$ cat src/rtl/amclk_pkg.sv
package amclk_pkg;

   // log2 of the master-clock-to-frame multiplier (32)
   localparam int unsigned SLOT_SHIFT_DFLT = 5;
   // bit clock enables per frame
   localparam int unsigned BCE_PER_FRAME_DFLT = 64;

   typedef enum logic {
      PIN_PASS = 1'b0,
      PIN_GEN  = 1'b1
   } pin_mode_e;

endpackage

$ cat src/rtl/amclk_run_ctrl.sv
module amclk_run_ctrl (
   input  logic clk,
   input  logic rst_n,
   input  logic master_mode,
   input  logic clk_on,
   input  logic clk_off,
   input  logic mck_term,
   output logic run_o
);

   logic run_q;
   logic pend_q;
   logic stop_now;

   // a stop request (new or pending, unless cancelled) completes at a terminal count
   assign stop_now = run_q && mck_term && (clk_off || (pend_q && !clk_on));

   always_ff @(posedge clk) begin
      if (!rst_n) begin
         run_q  <= 1'b0;
         pend_q <= 1'b0;
      end else if (!master_mode) begin
         run_q  <= 1'b0;
         pend_q <= 1'b0;
      end else if (!run_q) begin
         pend_q <= 1'b0;
         if (clk_on && !clk_off) begin
            run_q <= 1'b1;
         end
      end else if (stop_now) begin
         run_q  <= 1'b0;
         pend_q <= 1'b0;
      end else if (clk_off) begin
         pend_q <= 1'b1;
      end else if (clk_on) begin
         pend_q <= 1'b0;
      end
   end

   assign run_o = run_q;


   start_cause_chk: assert property (@(posedge clk) disable iff (!rst_n)
      $rose(run_q) |-> ($past(clk_on) && !$past(clk_off) && $past(master_mode)));


   stop_at_term_chk: assert property (@(posedge clk) disable iff (!rst_n)
      ($fell(run_q) && $past(master_mode)) |-> $past(mck_term));


   mode_drop_chk: assert property (@(posedge clk) disable iff (!rst_n)
      !master_mode |=> !run_q);

endmodule

$ cat src/rtl/amclk_mck_div.sv
module amclk_mck_div #(
   parameter int unsigned DIV_W = 6
) (
   input  logic             clk,
   input  logic             rst_n,
   input  logic             run,
   input  logic [DIV_W-1:0] div_field,
   output logic             mck_lvl,
   output logic             mck_term
);

   localparam int unsigned HW = DIV_W + 1;

   initial begin
      div_w_chk: assert (DIV_W >= 1 && DIV_W <= 16);
   end

   logic [DIV_W-1:0] cnt_q;
   logic [DIV_W-1:0] lat_q;
   logic [HW-1:0]    high_len;

   // ceil((lat+1)/2): odd divisors keep the extra cycle in the high phase
   assign high_len = ({1'b0, lat_q} + HW'(2)) >> 1;
   assign mck_term = run && (cnt_q == lat_q);
   assign mck_lvl  = run && ({1'b0, cnt_q} < high_len);

   always_ff @(posedge clk) begin
      if (!rst_n) begin
         cnt_q <= '0;
         lat_q <= '0;
      end else if (!run || mck_term) begin
         cnt_q <= '0;
         lat_q <= div_field;
      end else begin
         cnt_q <= cnt_q + 1'b1;
      end
   end


   div_hold_chk: assert property (@(posedge clk) disable iff (!rst_n)
      (run && !mck_term) |=> $stable(lat_q));


   term_wrap_chk: assert property (@(posedge clk) disable iff (!rst_n)
      mck_term |=> (cnt_q == '0));

endmodule

$ cat src/rtl/amclk_frame_div.sv
module amclk_frame_div #(
   parameter int unsigned FS_W       = 6,
   parameter int unsigned SLOT_SHIFT = amclk_pkg::SLOT_SHIFT_DFLT,
   parameter int unsigned BCE        = amclk_pkg::BCE_PER_FRAME_DFLT
) (
   input  logic            clk,
   input  logic            rst_n,
   input  logic            run,
   input  logic [FS_W-1:0] fs_field,
   output logic            frame_stb,
   output logic            bit_ce
);

   localparam int unsigned FW = FS_W + SLOT_SHIFT;
   localparam int unsigned AW = FW + 2;
   localparam int unsigned BW = $clog2(BCE + 1) + 1;

   initial begin
      bce_range_chk: assert (BCE >= 1 && BCE < (2 ** FW));
   end

   logic [FW-1:0]   cnt_q;
   logic [FS_W-1:0] lat_q;
   logic [AW-1:0]   acc_q;
   logic [AW-1:0]   frame_len;
   logic [AW-1:0]   sum;
   logic [AW-1:0]   wrapped;
   logic [AW-1:0]   acc_nxt;

   assign frame_len = (AW'(lat_q) + AW'(1)) << SLOT_SHIFT;
   assign frame_stb = run && (AW'(cnt_q) == frame_len - AW'(1));

   // fractional phase accumulator: an enable each time k*BCE crosses a multiple of F
   assign sum     = acc_q + AW'(BCE);
   assign bit_ce  = run && (sum >= frame_len);
   assign wrapped = sum - frame_len;
   assign acc_nxt = !bit_ce ? sum : ((wrapped >= frame_len) ? '0 : wrapped);

   always_ff @(posedge clk) begin
      if (!rst_n) begin
         cnt_q <= '0;
         acc_q <= '0;
         lat_q <= '0;
      end else if (!run || frame_stb) begin
         cnt_q <= '0;
         acc_q <= '0;
         lat_q <= fs_field;
      end else begin
         cnt_q <= cnt_q + 1'b1;
         acc_q <= acc_nxt;
      end
   end

   // enable tally used by the per-frame check below
   logic [BW-1:0] bce_tally;
   always_ff @(posedge clk) begin
      if (!rst_n || !run || frame_stb) begin
         bce_tally <= '0;
      end else if (bit_ce) begin
         bce_tally <= bce_tally + 1'b1;
      end
   end


   bce_per_frame_chk: assert property (@(posedge clk) disable iff (!rst_n)
      (frame_stb && lat_q != '0) |-> (bit_ce && bce_tally == BW'(BCE - 1)));


   frame_wrap_chk: assert property (@(posedge clk) disable iff (!rst_n)
      frame_stb |=> (cnt_q == '0));


   fs_hold_chk: assert property (@(posedge clk) disable iff (!rst_n)
      (run && !frame_stb) |=> $stable(lat_q));

endmodule

$ cat src/rtl/amclk_gen.sv
module amclk_gen #(
   parameter int unsigned DIV_W      = 6,
   parameter int unsigned FS_W       = 6,
   parameter int unsigned SLOT_SHIFT = amclk_pkg::SLOT_SHIFT_DFLT,
   parameter int unsigned BCE        = amclk_pkg::BCE_PER_FRAME_DFLT,
   parameter bit          PASS_THRU  = 1'b1
) (
   input  logic             clk,
   input  logic             rst_n,
   input  logic             master_mode,
   input  logic             mck_drive,
   input  logic [DIV_W-1:0] div_sel,
   input  logic [FS_W-1:0]  fs_ratio,
   input  logic             clk_on,
   input  logic             clk_off,
   input  logic             sel_clk_in,
   output logic             mck_pin,
   output logic             bck_pin,
   output logic             mck_ce,
   output logic             frame_stb,
   output logic             bit_ce,
   output logic             gen_active
);

   import amclk_pkg::*;

   logic run;
   logic mck_lvl;
   logic mck_term;
   pin_mode_e pin_mode;

   assign pin_mode = pin_mode_e'(mck_drive);

   amclk_run_ctrl u_ctrl (
      .clk         (clk),
      .rst_n       (rst_n),
      .master_mode (master_mode),
      .clk_on      (clk_on),
      .clk_off     (clk_off),
      .mck_term    (mck_term),
      .run_o       (run)
   );

   amclk_mck_div #(.DIV_W(DIV_W)) u_mck (
      .clk       (clk),
      .rst_n     (rst_n),
      .run       (run),
      .div_field (div_sel),
      .mck_lvl   (mck_lvl),
      .mck_term  (mck_term)
   );

   amclk_frame_div #(
      .FS_W       (FS_W),
      .SLOT_SHIFT (SLOT_SHIFT),
      .BCE        (BCE)
   ) u_frame (
      .clk       (clk),
      .rst_n     (rst_n),
      .run       (run),
      .fs_field  (fs_ratio),
      .frame_stb (frame_stb),
      .bit_ce    (bit_ce)
   );

   assign mck_ce     = mck_term;
   assign gen_active = run;
   assign mck_pin    = (pin_mode == PIN_GEN) ? mck_lvl : 1'b0;

   generate
      if (PASS_THRU) begin : g_pass
         assign bck_pin = (pin_mode == PIN_PASS) ? sel_clk_in : 1'b0;
      end else begin : g_nopass
         assign bck_pin = 1'b0;
      end
   endgenerate


   pin_sel_chk: assert property (@(posedge clk) disable iff (!rst_n)
      !mck_drive |-> !mck_pin);


   idle_quiet_chk: assert property (@(posedge clk) disable iff (!rst_n)
      !gen_active |-> !(mck_pin || mck_ce || frame_stb || bit_ce));

endmodule

$ cat config.mk
export PLATFORM = sky130hd
export DESIGN_NAME = amclk_gen
export DESIGN_NICKNAME = d
export VERILOG_FILES = /design/src/rtl/amclk_pkg.sv /design/src/rtl/amclk_run_ctrl.sv /design/src/rtl/amclk_mck_div.sv /design/src/rtl/amclk_frame_div.sv /design/src/rtl/amclk_gen.sv
export SDC_FILE = /design/constraint.sdc
export NUM_CORES = 1
export LEC_CHECK = 0
export BUFFER_PORTS_ARGS = -buffer_cell sky130_fd_sc_hd__clkbuf_2
export CORE_MARGIN = 3
export CORE_UTILIZATION = 58
export DETAILED_ROUTE_END_ITERATION = 12
export GPL_TIMING_DRIVEN = 0
export PLACE_DENSITY = 0.78
export SLEW_MARGIN = 10
export SYNTH_ARGS = -nofsm -noshare
export SYNTH_HDL_FRONTEND = slang
export SYNTH_SLANG_ARGS = --single-unit
$ cat constraint.sdc
create_clock -name clk -period 4 [get_ports clk]
set_input_delay 0.2 -clock clk [delete_from_list [all_inputs] [get_ports clk]]
set_output_delay 0.2 -clock clk [all_outputs]
set_load 0.1 [all_outputs]
Word level (Yosys, flattened, before mapping)
Index checks and enable logic that the tools add are counted.
Storage, ports and cells
  input bits: 19
  output and inout bits: 6
  flip-flop bits (word level): 44
Operators by class
  add/sub/neg operators: 7
  bitwise gates (word level): 3
  multiplexer cells: 9
  order comparisons: 3
  eq/ne operators: 2
  reductions and logical operators: 19
Operator list (number)
  greater-or-equal comparator 13 bit: 2
  2-to-1 mux 13 bit: 2
  adder 13 x 7 -> 13 bit, second input constant: 1
  equality test 11 x 13 -> 1 bit: 1
  subtractor 13 x 1 -> 13 bit, second input constant: 1
  subtractor 13 bit: 1
  adder 11 x 1 -> 11 bit, second input constant: 1
  logical AND 1 bit: 8
  adder 6 x 1 -> 7 bit, second input constant: 1
  adder 6 x 2 -> 7 bit, second input constant: 1
  2-to-1 mux 1 bit: 7
  adder 6 x 1 -> 6 bit, second input constant: 1
  equality test 6 bit: 1
  less-than comparator 6 bit: 1
  OR reduction 2 bit: 2
  OR reduction 4 bit: 1
  zero test 1 bit: 3
  logical OR 1 bit: 3
  NOT 1 bit: 3
  AND reduction 2 bit: 1
  nonzero test 2 bit: 1

Longest topological paths before layout
Gate-level depths: netlist (run 1).
  word-level depth: 6
  mapped depth: 17
  mapped depth without buffers: 16

Modules after synthesis
Synthesis (run 1) repeated with hierarchy kept, for this count alone.
Unflattened totals
  cell total of the unflattened synthesis: 346
  area total of the unflattened synthesis: 3007.9 µm²
By module, submodules not included
  amclk_frame_div: cells each 267, instances 1, sequential area each 500.5 µm², area an instance 2225.9 µm²
  amclk_mck_div: cells each 69, instances 1, sequential area each 240.2 µm², area an instance 676.9 µm²
  amclk_run_ctrl: cells each 8, instances 1, sequential area each 40.0 µm², area an instance 88.8 µm²
  amclk_gen: cells each 2, instances 1, sequential area each 0.0 µm², area an instance 16.3 µm²

Worst setup path before layout (run 1)
No wires, ideal clock.
  path kind: flip-flop to flip-flop
  start: reg u_frame.lat_q[1]
  end: reg u_frame.acc_q[11]
  setup time: 72 ps
  path buffers: 0
  cell stages (with the launch flop): 16
  arrival time: 3397 ps
  clock period less this slack: 3468 ps
  setup slack: 532 ps
  data required time: 3928 ps
  path through: dfxtp_1 -> ha_1 -> fa_1 -> inv_1 -> maj3_1 -> maj3_1 -> o21a_1 -> o21ai_0 -> xnor2_1 -> ha_1 -> inv_1 -> o31ai_1 -> a311o_1 -> a311oi_4 -> nand3_1 -> a21oi_1
On the way
  word-level cells in the longest chain between the ends: 6
  elaborated cells on any way between the ends: 12
RTL lines
  start, declared: RTL line amclk_frame_div.sv:23  | logic [FS_W-1:0] lat_q;
  start signal, assigned: RTL line amclk_frame_div.sv:47  | lat_q <= fs_field;
  adder 6 x 1 -> 7 bit (*): RTL line amclk_frame_div.sv:30  | assign frame_len = (AW'(lat_q) + AW'(1)) << SLOT_SHIFT;
  branches (longest 5 deep; another with subtractor 13 bit)
  end signal, assigned: RTL line amclk_frame_div.sv:50  | acc_q <= acc_nxt;
  end, declared: RTL line amclk_frame_div.sv:24  | logic [AW-1:0] acc_q;
Every way passes the cells marked *.
A chain may end at the register's enable or synchronous reset.

Final worst setup path (run 1)
  start: reg u_frame.lat_q[0]
  end: reg u_frame.acc_q[7]
The elaborated chain is that of the path after synthesis.

==> results.md, run 1 <==
* Worst Path Buf+Inv at 5
* #FFs+latches synth at 39
* FF-to-FF setup slack at 0.18 ns
* CTS tree: yes
* CP Max Fanout at 10
* Crit path time final at 3.82 ns
* R2r startpoint: u_frame.lat_q[0]$_SDFFE_PN0P_
* WL/cell at 14.3 um
* Clk slew on worst S/H paths at 0.09 ns
* Min-delay worst type: in -> reg
* Drt total wl at 5800 um
* Initial antenna violation count at 0
* CP endpoint: u_frame.acc_q[7]$_SDFF_PP0_
* Hold_buf cts at 0
* Hold-critical path depth at 3
* DR pass1 iterations at 4
* Syn Nets at 359
* # setup viols final at 0
* Yosys top cell area share at 28.2%
* Vias in the first global route at 2057
* FMAX at 262 MHz
* Hold Vio Cnt, Final at 0
* Fin cells at 406
* EDFF count, synth at 0
* Worst-Margin Slew at 0.685 ns
* Root Buffer: clkbuf_8
* YS warnings at 0
* Synthesized area at 2770 um2
* Die Width at 75.0 um
* Critical Path AT at 4.05 ns
* DP Wirelength at 4380 um
* TritonCTS Buffers at 5
* Clock power frac at 36.2%
* Clock Latency Late Sink at 0.30 ns
* CP Class: reg -> reg
* Vias at 2286
* Peak supply drop at 0.216 mV
* FILL cells at 373
* Row count at 24
* Core footprint at 4470 um2
* Top_reg_cell synth: dfxtp_1
* Startpoint Class: register
* Netlist cell types at 57
* Power Total at 940 uW
* GRT Total Usage at 22.1%
* Most frequent CP cell: inv_1
* Area leader, netlist: dfxtp_1
* Critical Path, Cell by Cell: buf_2 > inv_1 > ha_1 > fa_1 > inv_1 > maj3_1 > maj3_1 > o21a_1 > o21ai_1 > xnor2_1 > ha_1 > inv_1 > o31ai_1 > a311o_1 > a311oi_4 > buf_4 > nand3_2 > a31oi_1
* Comb pwr share at 20.3%
* Switching Fraction at 29.1%
* Top Ports at 25
* Slowest CP cell: maj3_1
* Multi-input logic area at 1920 um2
* DRC at 0
* Status: finished, final reports clean
* ANT nets after route at 0
* R2r worst-path depth at 18
* Synthesized instance count at 321
* Seq pwr share at 43.5%
* Placed insts at 397
* Clock Path Buffers at 2
* Grt total ovfl at 0
* Largest net degree at the start of global routing at 14
* Slew headroom at 54.2%
* Family with the most delay on the worst path: adder cells
* Leak at 0.00132 uW
* FF-to-FF End: u_frame.acc_q[7]$_SDFF_PP0_
* Final Max Slew Viols at 0
* Area contributors post-synth: dfxtp_1, ha_1, xor2_1, xnor2_1, mux2i_1
* Clock Skews at 0.00828 ns
* Post-DR vias/cell at 5.63
* Initial drt markers at 139
* P_sw at 274 uW
* Critical Path End Type: register
* Diode count at 0
* Cell Pwr Density at 304 nW/um2
* CP startpoint: u_frame.lat_q[0]$_SDFFE_PN0P_
* Internal power at 666 uW
* Global-route wire length before repair at 9630 um
* Share of cells above drive strength 1 at 14.1%
* Die height at 75.0 um
* Syn avg cell area at 8.61 um2
* Die area at 5630 um2
* Clock Sinks at 39
* Fin crit share at 95.5%
* Max cap viols at 0
* Crit. path cell count at 18
* Asr flop ratio synth at 0%
* Fin nets at 391
* H-tree Lvls at 2
* Initial Util at 61.8%
* CP max stage delay at 0.40 ns
* Required time of the critical path at 4.23 ns
* Gpl congestion at 0.806
* PortBufs at 24
* Seq/Total Area, Yosys at 28.2%
* Area growth from synthesis to layout at 11.8%
* Reg area at 781 um2
==> flip-flops by register name (all words and copies together), names as in the netlist <==
signal         flops
u_ctrl.pend_q      1
u_mck.lat_q        6
u_frame.acc_q      8
u_mck.cnt_q        6
u_frame.cnt_q     11
u_ctrl.run_o       1
u_frame.lat_q      6
==> metrics by stage <==
step | TNS, ns | cell area [um2] | utilization [%] | hold slack, ns | setup slack, ns
floorplan | 0 | 2770 | - | 0.328 | 0.532
global placement | 0 | 2950 | 65.9 | 0.446 | 0.165
detailed placement | 0 | 2950 | 65.9 | 0.456 | 0.117
CTS | 0 | 3060 | 68.5 | 0.144 | 0.0668
global route | -0.0299 | 3090 | 69.1 | 0.171 | -0.0230
finish | 0 | 3090 | 69.1 | 0.154 | 0.179
==> power groups by stage <==
| stage | Sequential [uW] | Combinational [uW] | Clock (uW) |
|---|---|---|---|
| floorplan | 417 | 145 | 0 |
| finish | 409 | 191 | 340 |
| CTS | 408 | 186 | 346 |
| global placement | 417 | 180 | 0 |
| detailed placement | 417 | 184 | 0 |
| global route | 410 | 211 | 360 |
==> tightest hold or removal path, delay by kind of cell <==
family        cells  cell delay, ns
buf+inv           1            0.09
simple gates      2            0.13
==> cell type report <==
| class | instances | area share [%] |
|---|---|---|
| Clock inverter | 3 | 1.42 |
| Clock buffer | 5 | 2.23 |
| Sequential cell | 39 | 25.3 |
| Buffer | 6 | 0.931 |
| Timing Repair Buffer | 25 | 4.13 |
| Inverter | 16 | 1.94 |
| Multi-Input combinational cell | 260 | 62.0 |
| Tap cell | 52 | 2.10 |
==> worst min-delay path by stage <==
stage / start / endpoint / slack, ns
after floorplan: rst_n / u_frame.lat_q[0]$_SDFFE_PN0P_ / 0.33
after global placement: u_frame.cnt_q[0]$_SDFF_PP0_ / u_frame.cnt_q[0]$_SDFF_PP0_ / 0.45
after detailed placement: u_frame.cnt_q[0]$_SDFF_PP0_ / u_frame.cnt_q[0]$_SDFF_PP0_ / 0.46
after CTS: master_mode / u_ctrl.run_o$_SDFF_PN0_ / 0.14
after global routing: master_mode / u_ctrl.run_o$_SDFF_PN0_ / 0.17
final: master_mode / u_ctrl.run_o$_SDFF_PN0_ / 0.15
==> timing repair <==
item | 4_1_cts | 5_1_grt
setup buffers | 0 | 1
resized for setup | 0 | 5
endpoints found under the setup margin | 0 | 17
==> cells by family after synthesis <==
kind of cell	synth area share (%)
AO/OA/AOI/OAI	13.5
XOR/XNOR	17.1
adder cells (fa/ha/maj)	9.59
buffers and inverters	3.21
flip-flops	28.2
multiplexers	5.07
other	0.136
AND/OR/NAND/NOR	23.1
==> per-layer routing <==
layer	share of wire [%]	global-route usage (%)	vias up
li1	-	-	1184
met1	51	32.9	1044
met2	43	32.2	49
met3	4.6	3.47	9
met4	1.6	7.51	0
met5	0	0	-
==> cells in the mapped netlist, types with 3 or more instances <==
| cell type | n |
|---|---|
| or3_1 | 5 |
| a31oi_1 | 3 |
| nor3_1 | 3 |
| xnor2_1 | 23 |
| dfxtp_1 | 39 |
| a21oi_1 | 9 |
| and3_1 | 9 |
| a2111o_1 | 3 |
| nand3_1 | 19 |
| inv_1 | 15 |
| nand2_1 | 24 |
| ha_1 | 18 |
| xor2_1 | 24 |
| o21a_1 | 4 |
| nor2b_1 | 16 |
| mux2i_1 | 14 |
| buf_2 | 5 |
| o21ai_0 | 10 |
| and2_1 | 4 |
| nor2_1 | 31 |
==> cells in the final DEF, fill, tap and decap left out, types with 2 or more instances in the layout <==
cell	count
a22oi_1	2
o21ai_1	3
buf_2	5
a211oi_1	2
o21a_1	4
nand3_1	19
xor2_1	23
a2111o_1	3
clkbuf_2	24
a31oi_1	3
mux2i_1	14
and3_1	9
xnor2_1	23
a21oi_1	9
nor2b_1	16
maj3_1	2
nor2_1	31
inv_1	15
nor3_1	3
o31ai_1	2
ha_1	17
o21ai_0	9
and2_1	4
nand2_1	24
or3_1	5
dfxtp_1	39
clkbuf_8	5
No activity file was read; power rests on OpenSTA's default activity.
==> run 2, diff against run 1 <==
==> constraint.sdc (replaced) <==
create_clock -name clk -period 4 [get_ports clk]
set_input_delay 0.8 -clock clk [delete_from_list [all_inputs] [get_ports clk]]
set_output_delay 0.8 -clock clk [all_outputs]
set_load 0.1 [all_outputs]
==> run 2 against run 1 <==
- combinational power rose by 4%
- first-iteration DRC count fell by 29%
- critical endpoint is now bit_ce
- largest cell class unchanged
- sequential power barely moved
- core utilization rose by 1.7 points
- routed wire length rose by 2.6%
- clock power barely moved
- cell count rose by 0.99%
==> results.md, run 2 (synthesized netlist as in run 1, its figures left out) <==
* Vias in the first global route at 2093
* R2r startpoint: u_frame.lat_q[0]$_SDFFE_PN0P_
* Required time of the critical path at 3.20 ns
* TritonCTS Buffers at 5
* CP Class: reg -> out
* DR pass1 iterations at 4
* Clock Latency Late Sink at 0.30 ns
* CP Max Fanout at 10
* DRC at 0
* Cell Pwr Density at 299 nW/um2
* Core footprint at 4470 um2
* Setup TNS at 0 ns
* Drt total wl at 5950 um
* DP Wirelength at 4380 um
* # setup viols final at 0
* Biggest register: u_frame.cnt_q
* Critical Path AT at 3.09 ns
* Utilization after layout at 70.8%
* Clk slew on worst S/H paths at 0.09 ns
* GRT Total Usage at 22.5%
* Peak supply drop at 0.225 mV
* Top Ports at 25
* Clock Sinks at 39
* Row count at 24
* Hold_buf cts at 0
* Final Max Slew Viols at 0
* WHS Endpoint: u_frame.cnt_q[0]$_SDFF_PP0_
* Post-DR vias/cell at 5.68
* Status: finished, final reports clean
* Fin cells at 410
* Hold-critical path depth at 1
* Initial drt markers at 99
* Root Buffer: clkbuf_8
* Fin crit share at 97.4%
* ANT nets after route at 0
* Biggest regs: u_frame.cnt_q: 11 flops, u_frame.acc_q: 8 flops
* Worst-Margin Slew at 0.580 ns
* Most common cell after layout, fill and taps aside: dfxtp_1
* Crit path time final at 3.89 ns
* WL/cell at 14.5 um
* Area growth from synthesis to layout at 14.6%
* Global-route wire length before repair at 9890 um
* Die Width at 75.0 um
* Max reg flops at 11
* Startpoint Class: register
* Gpl congestion at 0.806
* Leak at 0.00134 uW
* Diode count at 0
* Clock Skews at 0.00881 ns
* Grt total ovfl at 0
* H-tree Lvls at 2
* FF-to-FF setup slack at 0.19 ns
* FF-to-FF End: u_frame.acc_q[7]$_SDFF_PP0_
* R2r worst-path depth at 18
* Max cap viols at 0
* Share of cells above drive strength 1 at 15.6%
* Largest net degree at the start of global routing at 14
* Clock Path Buffers at 2
* Vias at 2330
* CTS tree: yes
* Initial Util at 61.8%
* Post-route setup slack at 0.106 ns
* Placed insts at 397
* PortBufs at 24
* Die area at 5630 um2
* Initial antenna violation count at 0
* Min-delay worst type: reg -> reg
* DP Worst Slack at -0.195 ns
* Most frequent cells in the layout: dfxtp_1, nor2_1, nand2_1
* Min-delay src: u_frame.cnt_q[0]$_SDFF_PP0_
* Die height at 75.0 um
* Fin nets at 395
* Slew headroom at 60.8%
* FMAX at 257 MHz
* Critical Path End Type: primary output
* Hold Vio Cnt, Final at 0
* Power Total at 949 uW
## run 2: changes by cell type in the layout (fill, tap and decap cells not counted), sizes merged
cell    change
buf         +6
clkbuf      -2
## run 2: how the worst max path moves through the flow
stage,startpoint,end,slack (ns),depth (start not counted)
floorplan,u_frame.lat_q[0]$_SDFFE_PN0P_,frame_stb,0.17,7
global placement,u_frame.lat_q[0]$_SDFFE_PN0P_,frame_stb,-0.16,8
detailed placement,u_frame.lat_q[0]$_SDFFE_PN0P_,frame_stb,-0.19,8
CTS,u_frame.lat_q[0]$_SDFFE_PN0P_,frame_stb,0.02,8
global route,u_frame.lat_q[0]$_SDFFE_PN0P_,bit_ce,-0.02,11
finish,u_frame.lat_q[0]$_SDFFE_PN0P_,bit_ce,0.11,11
## run 2: power by group
group	internal (uW)	switching, uW	total [uW]	leakage, uW
Sequential	397	11.6	409	0.000318
Combinational	87.0	111	198	0.000966
Clock	186	156	342	0.0000581
Total	670	279	949	0.00134
## run 2: repair_timing
item	CTS	global route
setup buffers	1	4
pin swaps	1	1
gates resized for setup	8	7
endpoints found under the setup margin	2	9
## run 2: metrics by stage
step	hold WS, ns	instance area, um2
floorplan	0.430	2770
global placement	0.446	2950
detailed placement	0.456	2950
CTS	0.475	3110
global route	0.501	3170
finish	0.471	3170
## run 2: worst max-delay path, stage by stage (launching register included)
cell and delay (ns):
dfxtp_1 0.36, buf_2 0.20, inv_1 0.09, ha_1 0.20
fa_2 0.23, inv_1 0.07, maj3_1 0.35, maj3_1 0.40
o21a_1 0.25, o311ai_4 0.34, inv_2 0.11, buf_8 0.19
## run 2: area by class of cell
cell class	instances	area (um2)
tap	52	65.1
clock buffer	5	68.8
inverter	16	60.1
sequential	39	781
multi-input combinational	260	1950
clock inverter	3	43.8
fill	358	1310
buffer	6	28.8
timing repair buffer	29	174
## run 2: per-layer routing
metal	vias up	wire length [um]	global-route usage, %
li1	1193	-	-
met1	1070	3020	33.2
met2	58	2570	33.4
met3	9	266	3.47
met4	0	89	7.51
met5	-	0	0
